--- src/rtl/adc_deframe_pkg.sv ---
package adc_deframe_pkg;
  localparam int unsigned DDR_SLOTS = 2;

  typedef enum logic {
    FMT_INTERLEAVED = 1'b0,
    FMT_SPLIT       = 1'b1
  } lane_fmt_e;
endpackage

--- src/rtl/adc_frame_edge.sv ---
module adc_frame_edge #(
  parameter int unsigned SLOTS = 2
) (
  input  logic             clk,
  input  logic             rst_n,
  input  logic [SLOTS-1:0] slot_vld,
  input  logic [SLOTS-1:0] lvl,
  output logic [SLOTS-1:0] mark
);
  logic last_q;
  logic last_n;

  // Walk the slots oldest first; only valid slots move the remembered level.
  always_comb begin
    logic prev;
    prev = last_q;
    mark = '0;
    for (int s = 0; s < SLOTS; s++) begin
      if (slot_vld[s]) begin
        mark[s] = lvl[s] & ~prev;
        prev    = lvl[s];
      end
    end
    last_n = prev;
  end

  always_ff @(posedge clk or negedge rst_n) begin
    if (!rst_n) last_q <= 1'b1;
    else        last_q <= last_n;
  end
endmodule

--- src/rtl/adc_lane_collect.sv ---
module adc_lane_collect #(
  parameter int unsigned LANE_BITS = 6,
  parameter int unsigned SLOTS     = 2
) (
  input  logic                 clk,
  input  logic                 rst_n,
  input  logic [SLOTS-1:0]     slot_vld,
  input  logic [SLOTS-1:0]     mark,
  input  logic [SLOTS-1:0]     bit_hi,
  input  logic [SLOTS-1:0]     bit_lo,
  output logic                 word_done,
  output logic [LANE_BITS-1:0] hi_word,
  output logic [LANE_BITS-1:0] lo_word,
  output logic                 align_err,
  output logic                 hunting
);
  localparam int unsigned CNT_W = $clog2(LANE_BITS + 1);
  localparam logic [CNT_W-1:0] FULL = CNT_W'(LANE_BITS);

  logic [CNT_W-1:0]     cnt_q, cnt_n;
  logic [LANE_BITS-1:0] hi_q, hi_n, lo_q, lo_n;
  logic                 lock_q, lock_n;

  always_comb begin
    cnt_n     = cnt_q;
    hi_n      = hi_q;
    lo_n      = lo_q;
    lock_n    = lock_q;
    word_done = 1'b0;
    align_err = 1'b0;
    hi_word   = hi_q;
    lo_word   = lo_q;
    for (int s = 0; s < SLOTS; s++) begin
      if (slot_vld[s]) begin
        if (mark[s]) begin
          align_err = align_err | (lock_n & (cnt_n != '0));
          hi_n   = {{(LANE_BITS-1){1'b0}}, bit_hi[s]};
          lo_n   = {{(LANE_BITS-1){1'b0}}, bit_lo[s]};
          cnt_n  = CNT_W'(1);
          lock_n = 1'b1;
        end else if (lock_n) begin
          hi_n  = {hi_n[LANE_BITS-2:0], bit_hi[s]};
          lo_n  = {lo_n[LANE_BITS-2:0], bit_lo[s]};
          cnt_n = cnt_n + CNT_W'(1);
        end
        if (cnt_n == FULL) begin
          word_done = 1'b1;
          hi_word   = hi_n;
          lo_word   = lo_n;
          cnt_n     = '0;
        end
      end
    end
  end

  always_ff @(posedge clk or negedge rst_n) begin
    if (!rst_n) begin
      cnt_q  <= '0;
      hi_q   <= '0;
      lo_q   <= '0;
      lock_q <= 1'b0;
    end else begin
      cnt_q  <= cnt_n;
      hi_q   <= hi_n;
      lo_q   <= lo_n;
      lock_q <= lock_n;
    end
  end

  assign hunting = ~lock_q;
endmodule

--- src/rtl/adc_word_merge.sv ---
module adc_word_merge
  import adc_deframe_pkg::*;
#(
  parameter int unsigned LANE_BITS = 6
) (
  input  lane_fmt_e              fmt,
  input  logic [LANE_BITS-1:0]   hi_word,
  input  logic [LANE_BITS-1:0]   lo_word,
  output logic [2*LANE_BITS-1:0] word
);
  function automatic logic [2*LANE_BITS-1:0] merge(
    input lane_fmt_e f, input logic [LANE_BITS-1:0] h, input logic [LANE_BITS-1:0] l);
    logic [2*LANE_BITS-1:0] w;
    if (f == FMT_SPLIT) begin
      w = {h, l};
    end else begin
      for (int i = 0; i < int'(LANE_BITS); i++) begin
        w[2*i+1] = h[i];
        w[2*i]   = l[i];
      end
    end
    return w;
  endfunction

  assign word = merge(fmt, hi_word, lo_word);
endmodule

--- src/rtl/adc_lane_deframer.sv ---
module adc_lane_deframer
  import adc_deframe_pkg::*;
#(
  parameter int unsigned SAMPLE_W = 12
) (
  input  logic                 clk,
  input  logic                 rst_n,
  input  logic                 cfg_bytewise_i,
  input  logic                 cfg_ddr_i,
  input  logic                 bit_vld_i,
  input  logic [DDR_SLOTS-1:0] lane_hi_i,
  input  logic [DDR_SLOTS-1:0] lane_lo_i,
  input  logic [DDR_SLOTS-1:0] frame_lvl_i,
  output logic [SAMPLE_W-1:0]  sample_o,
  output logic                 sample_vld_o,
  output logic                 align_err_o
);
  localparam int unsigned LANE_BITS = SAMPLE_W / 2;

  lane_fmt_e            cfg_fmt_q, fmt_eff;
  logic                 cfg_ddr_q, ddr_eff;
  logic [DDR_SLOTS-1:0] slot_vld, mark_w;
  logic                 marker_any_w, hunting_w, done_w, err_w;
  logic [LANE_BITS-1:0] hi_w, lo_w;
  logic [SAMPLE_W-1:0]  merged_w;

  // Configuration is live only while hunting for the first marker.
  assign fmt_eff = hunting_w ? lane_fmt_e'(cfg_bytewise_i) : cfg_fmt_q;
  assign ddr_eff = hunting_w ? cfg_ddr_i : cfg_ddr_q;

  always_comb begin
    slot_vld    = '0;
    slot_vld[0] = bit_vld_i;
    for (int s = 1; s < int'(DDR_SLOTS); s++) slot_vld[s] = bit_vld_i & ddr_eff;
  end

  assign marker_any_w = |mark_w;

  adc_frame_edge #(.SLOTS(DDR_SLOTS)) edge_i (
    .clk(clk), .rst_n(rst_n), .slot_vld(slot_vld), .lvl(frame_lvl_i), .mark(mark_w)
  );

  adc_lane_collect #(.LANE_BITS(LANE_BITS), .SLOTS(DDR_SLOTS)) coll_i (
    .clk(clk), .rst_n(rst_n), .slot_vld(slot_vld), .mark(mark_w),
    .bit_hi(lane_hi_i), .bit_lo(lane_lo_i), .word_done(done_w),
    .hi_word(hi_w), .lo_word(lo_w), .align_err(err_w), .hunting(hunting_w)
  );

  adc_word_merge #(.LANE_BITS(LANE_BITS)) merge_i (
    .fmt(fmt_eff), .hi_word(hi_w), .lo_word(lo_w), .word(merged_w)
  );

  always_ff @(posedge clk or negedge rst_n) begin
    if (!rst_n) begin
      cfg_fmt_q    <= FMT_INTERLEAVED;
      cfg_ddr_q    <= 1'b0;
      sample_o     <= '0;
      sample_vld_o <= 1'b0;
      align_err_o  <= 1'b0;
    end else begin
      if (hunting_w) begin
        cfg_fmt_q <= lane_fmt_e'(cfg_bytewise_i);
        cfg_ddr_q <= cfg_ddr_i;
      end
      if (done_w) sample_o <= merged_w;
      sample_vld_o <= done_w;
      align_err_o  <= err_w;
    end
  end
endmodule

--- config.mk ---
export PLATFORM = sky130hd
export DESIGN_NAME = adc_lane_deframer
export DESIGN_NICKNAME = d
export VERILOG_FILES = /design/src/rtl/adc_deframe_pkg.sv /design/src/rtl/adc_frame_edge.sv /design/src/rtl/adc_lane_collect.sv /design/src/rtl/adc_word_merge.sv /design/src/rtl/adc_lane_deframer.sv
export SDC_FILE = /design/constraint.sdc
export NUM_CORES = 1
export LEC_CHECK = 0
export ABC_CLOCK_PERIOD_IN_PS = 5150
export CAP_MARGIN = 0
export CORE_UTILIZATION = 43
export CTS_CLUSTER_DIAMETER = 40
export DETAILED_ROUTE_END_ITERATION = 16
export PLACE_DENSITY_LB_ADDON = 0.25
export SETUP_SLACK_MARGIN = 0.3
export SLEW_MARGIN = 20
export SYNTH_ARGS = -nofsm -noshare
export SYNTH_HDL_FRONTEND = slang
export SYNTH_SLANG_ARGS = --single-unit
--- constraint.sdc ---
create_clock -name clk -period 5.15 [get_ports clk]
set_input_delay 1.545 -clock clk [delete_from_list [all_inputs] [get_ports clk]]
set_output_delay 1.545 -clock clk [all_outputs]
set_load 0.01 [all_outputs]
Word level (Yosys, flattened, before mapping)

Index checks and enable logic that the tools add are counted.

Bits of input ports: 11
Output and inout bits: 14
Bits in registers: 33
Word-level logic and storage cells: 73

Add/subtract/negate cells: 2
Equality and inequality tests: 2
Reductions and logical operators: 2
Bitwise gates (word level): 8
Multiplexer cells: 49

Operators by type and width:

| operator              | number |
|---|---|
| $mux W6               | 20 |
| $mux W3               | 10 |
| $mux W1               | 18 |
| $mux W11              | 1 |
| $add A3 B1 Y3 const B | 2 |
| $eq A3 B3 Y1 const B  | 2 |
| $reduce_bool A3 Y1    | 2 |
| $and A1 B1 Y1         | 5 |
| $not A1 Y1            | 2 |
| $or A1 B1 Y1          | 1 |

Logic depth before layout (Yosys ltp)

Gate-level depths: netlist of the first run.

Word-level depth: 16
Depth in mapped cells: 14
Depth with buffers taken out: 12

Hierarchy

From an unflattened synthesis of the first run, not the netlist that was laid out.

Cell total of the unflattened synthesis: 277
Area total of the unflattened synthesis: 2637.5 µm²

Modules (own cells, without submodules):

| module            | sequential area each (µm²) | area an instance (µm²) | times used | cells an instance |
|---|---|---|---|---|
| adc_lane_collect  | 400.4                      | 1778.0                 | 1          | 225 |
| adc_lane_deframer | 400.4                      | 619.3                  | 1          | 32 |
| adc_word_merge    | 0.0                        | 176.4                  | 1          | 13 |
| adc_frame_edge    | 26.3                       | 63.8                   | 1          | 7 |

Least setup slack after synthesis of the first run

OpenSTA, ideal clock, no wires.

Path type: input to register
From: input port bit_vld_i
To: register sample_o[6]
Stages on the path: 10
Required time: 5.015 ns
Data arrival time: 3.525 ns
Setup slack: 1.490 ns
Buffers on the path: 2
Library setup time: 0.135 ns
Cells stage by stage: buf_4 > buf_2 > nand2_1 > mux2_2 > ha_1 > nor2b_1 > o21bai_4 > or3_1 > a31oi_1 > o22ai_1

Longest elaborated chain between the ends: 14
Elaborated cells on any way between the ends: 39
Classes of those cells: 1 x add/sub; 2 x eq/ne; 33 x mux; 3 x bitwise

RTL lines:

| element                | line                    | text |
|---|---|---|
| start: declaration     | adc_lane_deframer.sv:10 | `input logic bit_vld_i,` |
| $mux W1                | adc_frame_edge.sv:19    | `if (slot_vld[s]) begin` |
| $mux W3                | adc_lane_collect.sv:35  | `if (mark[s]) begin` |
| $mux W3                | adc_lane_collect.sv:34  | `if (slot_vld[s]) begin` |
| $eq A3 B3 Y1           | adc_lane_collect.sv:46  | `if (cnt_n == FULL) begin` |
| $mux W3                | adc_lane_collect.sv:46  |  |
| $mux W3                | adc_lane_collect.sv:34  |  |
| $add A3 B1 Y3          | adc_lane_collect.sv:44  | `cnt_n = cnt_n + CNT_W'(1);` |
| $mux W3                | adc_lane_collect.sv:41  | `end else if (lock_n) begin` |
| $mux W3                | adc_lane_collect.sv:35  |  |
| $mux W3                | adc_lane_collect.sv:34  |  |
| $eq A3 B3 Y1           | adc_lane_collect.sv:46  |  |
| $mux W6                | adc_lane_collect.sv:46  |  |
| $mux W6                | adc_lane_collect.sv:34  |  |
| $mux W11               | adc_word_merge.sv:14    | `if (f == FMT_SPLIT) begin` |
| end signal: assignment | adc_lane_deframer.sv:65 | `if (done_w) sample_o <= merged_w;` |
| end: declaration       | adc_lane_deframer.sv:14 | `output logic [SAMPLE_W-1:0] sample_o,` |

Parallel ways exist; a longest one is shown, timed or not. The select of a mux whose other input is x is not followed.
A chain may end at the register's enable or synchronous reset.

Worst setup path in the final report of the first run

From: input port frame_lvl_i[0]
To: register sample_o[1]

Longest elaborated chain between the ends: 15
Elaborated cells on any way between the ends: 39
Classes of those cells: 1 x add/sub; 2 x eq/ne; 33 x mux; 3 x bitwise

RTL lines:

| element            | line                    | text |
|---|---|---|
| start: declaration | adc_lane_deframer.sv:13 | `input logic [DDR_SLOTS-1:0] frame_lvl_i,` |
| $and A1 B1 Y1      | adc_frame_edge.sv:20    | `mark[s] = lvl[s] & ~prev;` |
| $mux W1            | adc_frame_edge.sv:19    |  |
| $mux W3            | adc_lane_collect.sv:35  |  |
| $mux W3            | adc_lane_collect.sv:34  |  |
| $eq A3 B3 Y1       | adc_lane_collect.sv:46  |  |
| $mux W3            | adc_lane_collect.sv:46  |  |
| $mux W3            | adc_lane_collect.sv:34  |  |
| $add A3 B1 Y3      | adc_lane_collect.sv:44  |  |
| $mux W3            | adc_lane_collect.sv:41  |  |
| $mux W3            | adc_lane_collect.sv:35  |  |
| $mux W3            | adc_lane_collect.sv:34  |  |
| $eq A3 B3 Y1       | adc_lane_collect.sv:46  |  |
| $mux W6            | adc_lane_collect.sv:46  |  |
| $mux W6            | adc_lane_collect.sv:34  |  |
| $mux W11           | adc_word_merge.sv:14    |  |

Parallel ways exist; a longest one is shown, timed or not. The select of a mux whose other input is x is not followed.

==> reports/summary.log, run 1 <==
[sta] final period demand of the worst path 4.438 ns
[synth] Synth Cell Area 2490 µm²
[worst_setup_path] worst reg2reg path endpoint sample_o[1]
[worst_setup_path] buffer and inverter count on the worst path 3
[worst_setup_path] kind of critical path input pin to register
[layout] final antenna diode count 0
[synth] instance count of the mapped netlist 293
[worst_setup_path] cell class contributing the biggest share of worst-path delay simple AND/OR/NAND/NOR gates
[pwr] pwr/cell area 586.6 nW/µm²
[global_routing] remaining global-route overflow 0
[sta] count of final max-slew check failures 0
[synth] Async SR Flop Fraction 100.0%
[worst_setup_path] worst reg2reg path startpoint edge_i.last_q
[clock_tree] number of post-CTS setup repair buffers 0
[layout] Layout area overhead 16.23%
[synth] Main synth FF type sky130_fd_sc_hd__dfrtp_1
[drt] Initial DRC Count 218
[sta] transition time at the pin with the least slew margin 0.6516 ns
[die] Core Box Area 5540 µm²
[worst_setup_path] Reg2Reg Setup Slack 2.02 ns
[placed_design] detailed placement HPWL 4.588 mm
[layout] layout net count 323
[placed_design] instance count after placement with tap cells included 373
[min_path] Hold Path Class register to register
[flow_run] number of max-cap violations 0
[drt] number of nets with antenna violations after routing 0
[synth] library cell occupying the most area in the post-synthesis netlist sky130_fd_sc_hd__dfrtp_1
[synth] post-synthesis sequential element count 33
[die] starting density of the core 44.94%
[worst_setup_path] ordered list of cells on the worst path clkdlybuf4s50_1 > nand3b_2 > nand2b_1 > buf_4 > nand2_1 > mux2_2 > inv_1 > ha_1 > nand2_1 > xor2_2 > nor2_4 > mux2i_1 > a221oi_2
[clock_tree] clock transition time at the flip-flop clock pins of the worst setup and hold paths 0.08 ns
[sta] normalized max-slew margin 56.56%
[layout] post-route insts no fill 381
[worst_setup_path] WP data required 5.35 ns
[global_routing] wire length of the first global-routing pass 11.10 mm
[status] status finished clean
[die] x dimension of the die 78.10 µm
[die] full die area 6099 µm²
[min_path] cell depth of the worst hold path 2
[clock_tree] total clock buffers created by CTS 5
[layout] share of post-route cells with drive strength above 1 11.65%
[worst_setup_path] crit-path max cell delay 0.54 ns
[die] I/O pins 25
[drt] per-cell routed wire length 17.31 µm
[clock_tree] clock tree buffer depth 2
[worst_setup_path] Crit. End Element register
[clock_tree] hold buffer count at CTS 0
[clock_tree] quantity of gates resized following cts 0
[min_path] sink of the worst hold path edge_i.last_q
[placed_design] Buffers on Ports 24
[synth] leading post-synthesis cells by instance count sky130_fd_sc_hd__dfrtp_1 (32), sky130_fd_sc_hd__nor2_1 (32), sky130_fd_sc_hd__nand2_1 (31), sky130_fd_sc_hd__a21oi_1 (23), sky130_fd_sc_hd__mux2i_1 (19)
[worst_setup_path] number of cell instances on the worst register-to-register path 12
[sta] Fin Setup TNS 0 ns
[synth] yosys synthesis warning count 0
[synth] number of flops mapped to enable cells by yosys 0
[drt] drt total wl 6.595 mm
[worst_setup_path] cell with the biggest individual delay on the critical path sky130_fd_sc_hd__clkdlybuf4s50_1
[pwr] Power Total 1.698 mW
[global_routing] largest net degree at the start of global routing 37
[clock_tree] clock sink count 33
[placed_design] last weighted congestion value of the routability-driven placer 0.8509
[pwr] worst vdd rail ir drop 0.2537 mV
[drt] DRC 0
[global_routing] number of antenna violations at the first check in global routing 0
[clock_tree] latest clock arrival within the worst-skew pair 0.30 ns
[clock_tree] clock tree from TritonCTS yes
[synth] average instance area after synthesis 8.498 µm²
[drt] detailed-router iteration count before antenna repair 5
[sta] setup repair after global routing missed its margin no
[worst_setup_path] CP Max Fanout 14
[synth] number of distinct library cells after synthesis 60
[sta] Fin. Hold Viols 0
[sta] Final setup viols 0
[layout] final core area utilization 52.24%
[worst_setup_path] Worst path most repeated cell sky130_fd_sc_hd__nand2_1
[sta] Fin Clk Skew 0.01512 ns
[die] Die Y-Extent 78.10 µm
[synth] area share of the largest cell type after synthesis 32.16%
[clock_tree] Clk Tree Root Cell sky130_fd_sc_hd__clkbuf_8
[clock_tree] H-Tree Depth 2
[worst_setup_path] arrival time of the worst setup path 4.64 ns
[synth] synthesized netlist net count 308
[global_routing] global-route total usage across every layer 23.33%
[synth] sequential area share after synthesis 33.22%
[worst_setup_path] total number of cells along the worst setup path 13
[die] number of cell rows 27
[drt] post-DR vias/cell 6.055
[sta] maximum clock frequency 225.3 MHz
[global_routing] vias in the first global route 2248
[pwr] leak pwr 1.236 nW
[drt] via count 2307
[sta] crit share post-route 86.17%
[worst_setup_path] Worst setup SP type input pin
[min_path] min-delay src edge_i.last_q
[synth] cell types occupying the most area after synthesis sky130_fd_sc_hd__dfrtp_1 (32%), sky130_fd_sc_hd__mux2i_1 (7.6%), sky130_fd_sc_hd__nor2_1 (4.8%), sky130_fd_sc_hd__nand2_1 (4.7%), sky130_fd_sc_hd__a21oi_1 (4.6%)
-- worst reg2reg max path, delay by kind of cell (launching register included) --
kind                       cells  cell delay, ns
adders and majority gates      1            0.18
DFF                            1            0.39
and+or+nand+nor                5            1.18
buffers and inverters          2            0.24
muxes                          2            0.54
xor gates and xnor gates       1            0.25
AOI/OAI and AO/OA              1            0.27
-- cells by family (layout without fill, tap and decap cells) --
family / count (synthesis) / in the layout / synth area share [%]
XOR/XNOR: 4 / 4 / 1.709
adder cells (fa/ha/maj): 4 / 4 / 2.010
AND/OR/NAND/NOR: 96 / 96 / 18.69
buffers and inverters: 35 / 51 / 6.332
multiplexers: 25 / 25 / 11.36
flip-flops: 33 / 33 / 33.22
AO/OA/AOI/OAI: 96 / 96 / 26.68
-- registers in the layout (all words and copies together), names as in the netlist --
register       count
align_err_o        1
cfg_ddr_q          1
cfg_fmt_q          1
coll_i.cnt_q       3
coll_i.hi_q        6
coll_i.lo_q        6
coll_i.lock_q      1
edge_i.last_q      1
sample_o          12
sample_vld_o       1
-- final cells by class --
cell class              instances  area (µm²)
clock buffers                   5       68.82
clock inverters                 3       65.06
fillers                       528        2646
inverters                      12       45.04
multi-input cells             225        1505
flip-flops and latches         33       827.0
well taps                      72       90.09
repair buffers                 31       292.8
-- metrics by stage --
step,area [µm²],hold slack [ns],worst slack [ns]
floorplan,2490,0.4877,1.490
global placement,2760,0.5062,0.5715
detailed placement,2760,0.5061,0.4712
CTS,2894,0.5193,0.7675
global route,2894,0.5670,0.4741
finish,2894,0.5199,0.7123
-- where the power goes --
part	switching, mW	internal [mW]
logic	0.480	0.406
clock network	0.103	0.192
registers	0.138	0.378
-- per-layer routing --
layer / GRT usage, % / part of all wire [%] / vias up
met1: 30.87 / 45 / 1098
met5: 0 / 0 / -
met3: 3.256 / 5.2 / 15
met2: 38.16 / 47 / 96
met4: 9.815 / 2.6 / 0
li1: - / - / 1098
-- cell usage in the layout, fill, tap and decap left out, types with 3 or more instances in the layout --
cell	Yosys	final
sky130_fd_sc_hd__a31oi_1	5	5
sky130_fd_sc_hd__ha_1	4	4
sky130_fd_sc_hd__o21ai_0	15	15
sky130_fd_sc_hd__a22oi_1	6	6
sky130_fd_sc_hd__inv_1	9	9
sky130_fd_sc_hd__a21oi_1	23	23
sky130_fd_sc_hd__clkbuf_8	0	5
sky130_fd_sc_hd__mux2i_1	19	19
sky130_fd_sc_hd__dfrtp_1	32	32
sky130_fd_sc_hd__a211oi_1	10	10
sky130_fd_sc_hd__nor2b_1	5	5
sky130_fd_sc_hd__nand3_1	3	3
sky130_fd_sc_hd__mux2_2	3	3
sky130_fd_sc_hd__nor2_1	32	32
sky130_fd_sc_hd__clkdlybuf4s50_1	0	24
sky130_fd_sc_hd__nor3_1	4	4
sky130_fd_sc_hd__and3_1	3	3
sky130_fd_sc_hd__buf_4	3	7
sky130_fd_sc_hd__nand2b_1	5	5
sky130_fd_sc_hd__o211ai_1	4	4
sky130_fd_sc_hd__o22ai_1	8	8
sky130_fd_sc_hd__a221oi_1	5	5
sky130_fd_sc_hd__nand2_1	31	31
-- how the worst max path moves through the flow --
| stage | slack (ns) | from | to |
|---|---|---|---|
| floorplan | 1.49 | bit_vld_i | sample_o[6] |
| CTS | 0.77 | frame_lvl_i[0] | sample_o[1] |
| global route | 0.47 | frame_lvl_i[0] | sample_o[1] |
| detailed placement | 0.47 | frame_lvl_i[0] | sample_o[1] |
| finish | 0.71 | frame_lvl_i[0] | sample_o[1] |
| global placement | 0.57 | frame_lvl_i[0] | sample_o[1] |
Note: power is estimated with default switching activity, not from simulation.
==> run 2, diff against run 1 <==
Settings changed: ABC_AREA from default to 1, SLEW_MARGIN 20 to 0.
==> reports/summary.log, run 2 <==
[clock_tree] clock transition time at the flip-flop clock pins of the worst setup and hold paths 0.07 ns
[synth] number of flops mapped to enable cells by yosys 0
[layout] largest registers ranked by flip-flop count sample_o x12, coll_i.hi_q x6, coll_i.lo_q x6
[global_routing] remaining global-route overflow 0
[layout] share of post-route cells with drive strength above 1 10.71%
[placed_design] last weighted congestion value of the routability-driven placer 0.9671
[drt] DRC 0
[drt] number of nets with antenna violations after routing 0
[synth] post-synthesis sequential element count 33
[synth] Synth Cell Area 2439 µm²
[synth] sequential area share after synthesis 33.91%
[pwr] worst vdd rail ir drop 0.1648 mV
[layout] Layout area overhead 15.08%
[clock_tree] total clock buffers created by CTS 5
[synth] most common cell in the synthesized netlist sky130_fd_sc_hd__nand2_1
[flow_run] number of max-cap violations 0
[global_routing] number of antenna violations at the first check in global routing 0
[global_routing] vias in the first global route 2244
[pwr] leak pwr 1.426 nW
[clock_tree] H-Tree Depth 2
[sta] maximum clock frequency 246.6 MHz
[synth] instance count of the mapped netlist 374
[sta] Fin Clk Skew 0.007899 ns
[sta] normalized max-slew margin 52.15%
[min_path] Hold Path Class register to register
[sta] setup repair after global routing missed its margin no
[die] number of cell rows 27
[worst_setup_path] Crit. End Element register
[synth] leading post-synthesis cells by instance count sky130_fd_sc_hd__nand2_1 (136), sky130_fd_sc_hd__nand3_1 (47), sky130_fd_sc_hd__o21ai_0 (38), sky130_fd_sc_hd__dfrtp_1 (32), sky130_fd_sc_hd__nor2_1 (25)
[drt] via count 2438
[layout] max reg flops 12
[synth] average instance area after synthesis 6.520 µm²
[layout] filler instances 578
[clock_tree] quantity of gates resized following cts 0
[sta] final period demand of the worst path 4.055 ns
[placed_design] Buffers on Ports 24
[clock_tree] number of post-CTS setup repair buffers 0
[synth] Main synth FF type sky130_fd_sc_hd__dfrtp_1
[global_routing] largest net degree at the start of global routing 34
[sta] count of final max-slew check failures 0
[status] status finished clean
[layout] leading cell type in the layout, fill and taps excluded sky130_fd_sc_hd__nand2_1
[synth] yosys synthesis warning count 0
[die] I/O pins 25
[synth] number of distinct library cells after synthesis 27
[die] x dimension of the die 77.31 µm
[die] full die area 5976 µm²
[worst_setup_path] WP data required 5.37 ns
[clock_tree] latest clock arrival within the worst-skew pair 0.28 ns
[clock_tree] Clk Tree Root Cell sky130_fd_sc_hd__clkbuf_8
[sta] crit share post-route 78.74%
[placed_design] detailed placement HPWL 4.329 mm
[clock_tree] clock tree buffer depth 2
[die] Core Box Area 5473 µm²
[layout] register bank with the most flops sample_o
[worst_setup_path] CP Max Fanout 26
[global_routing] global-route total usage across every layer 22.06%
[layout] final antenna diode count 0
[sta] Fin. Hold Viols 0
[sta] Fin Setup TNS 0 ns
[worst_setup_path] Worst setup SP type input pin
[worst_setup_path] arrival time of the worst setup path 4.28 ns
[drt] per-cell routed wire length 12.90 µm
[worst_setup_path] kind of critical path input pin to register
[drt] post-DR vias/cell 5.254
[sta] transition time at the pin with the least slew margin 0.7177 ns
[synth] Async SR Flop Fraction 100.0%
[die] Die Y-Extent 77.31 µm
[synth] synthesized netlist net count 389
[layout] layout net count 406
[synth] cell types occupying the most area after synthesis sky130_fd_sc_hd__dfrtp_1 (33%), sky130_fd_sc_hd__nand2_1 (21%), sky130_fd_sc_hd__nand3_1 (9.6%), sky130_fd_sc_hd__o21ai_0 (7.8%), sky130_fd_sc_hd__nor2_1 (3.8%)
[global_routing] wire length of the first global-routing pass 10.60 mm
[layout] leading cell types in the layout, fill and taps excluded sky130_fd_sc_hd__nand2_1 (136), sky130_fd_sc_hd__nand3_1 (47), sky130_fd_sc_hd__o21ai_0 (38), sky130_fd_sc_hd__dfrtp_1 (32), sky130_fd_sc_hd__nor2_1 (25)
[drt] detailed-router iteration count before antenna repair 5
[pwr] pwr/cell area 376.1 nW/µm²
[clock_tree] clock sink count 33
[drt] drt total wl 5.984 mm
[die] starting density of the core 44.56%
[synth] library cell occupying the most area in the post-synthesis netlist sky130_fd_sc_hd__dfrtp_1
[drt] Initial DRC Count 193
[synth] area share of the largest cell type after synthesis 32.84%
[clock_tree] hold buffer count at CTS 0
[sta] Final setup viols 0
[pwr] Power Total 1.056 mW
[clock_tree] clock tree from TritonCTS yes
-- run 2: critical path, cell delays in order --
cell and delay, ns:
sky130_fd_sc_hd__clkdlybuf4s50_1 0.49, sky130_fd_sc_hd__buf_4 0.26, sky130_fd_sc_hd__inv_2 0.17, sky130_fd_sc_hd__a21oi_1 0.17
sky130_fd_sc_hd__nand2_1 0.09, sky130_fd_sc_hd__nand2_1 0.10, sky130_fd_sc_hd__inv_1 0.06, sky130_fd_sc_hd__ha_1 0.19
sky130_fd_sc_hd__nand2_1 0.08, sky130_fd_sc_hd__inv_1 0.04, sky130_fd_sc_hd__nand2_1 0.05, sky130_fd_sc_hd__nand3_1 0.14
sky130_fd_sc_hd__nor2_4 0.17, sky130_fd_sc_hd__nand2_4 0.19, sky130_fd_sc_hd__nand2_1 0.32, sky130_fd_sc_hd__nand3_1 0.13
sky130_fd_sc_hd__nand2_1 0.07
-- run 2: layout make-up --
cell class	instances	area, µm²	area share [%]
Clock buffer	7	86.33	3.076
Clock inverter	1	30.03	1.070
Inverter	27	103.9	3.700
Multi-Input combinational cell	294	1384	49.31
Sequential cell	33	827.0	29.47
Tap cell	72	90.09	3.210
Timing Repair Buffer	30	285.3	10.16
-- run 2: kinds of logic after synthesis --
| logic type | Yosys count | share of synthesized area [%] |
|---|---|---|
| simple gates | 228 | 40.69 |
| compound gates | 62 | 14.01 |
| buf+inv | 47 | 9.338 |
| flops | 33 | 33.92 |
| fa+ha+maj | 4 | 2.052 |
-- run 2: where the power goes --
| part | internal (mW) | total (mW) | switching, mW |
|---|---|---|---|
| Combinational | 0.193 | 0.433 | 0.240 |
| Sequential | 0.327 | 0.369 | 0.0424 |
| Clock | 0.158 | 0.253 | 0.0953 |
| Total | 0.678 | 1.06 | 0.378 |
-- run 2: worst paths after layout --
kind / from / to / slack [ns] / cells past startpoint
min in group asynchronous: rst_n / coll_i.cnt_q[1] / 1.66 / 2
max in group asynchronous: rst_n / edge_i.last_q / 3.13 / 2
max: bit_vld_i / sample_o[6] / 1.10 / 17
max reg2reg: coll_i.lock_q / sample_o[6] / 2.16 / 16
min: cfg_ddr_q / cfg_ddr_q / 0.50 / 2
min reg2reg: cfg_ddr_q / cfg_ddr_q / 0.50 / 2
-- run 2: routing by layer --
metal  part of all wire (%)  up-vias  GRT usage (%)
met3                    7.0        7          3.333
met4                   0.94        0          5.094
met5                      0        -              0
met2                     43       92          34.51
met1                     49     1099          31.77
li1                       -     1240              -
-- run 2: through the flow --
step | setup WS, ns | util [%] | area [µm²] | instances | hold slack (ns)
6_report | 1.095 | 51.28 | 2806 | 464 | 0.4995
5_1_grt | 0.7842 | 51.28 | 2806 | 464 | 0.5279
4_1_cts | 1.083 | 51.28 | 2806 | 464 | 0.5007
3_5_place_dp | 0.8130 | 49.15 | 2690 | 456 | 0.4847
3_3_place_gp | 0.8546 | 49.15 | 2690 | 456 | 0.4759
2_1_floorplan | 1.894 | - | 2439 | 374 | 0.4632
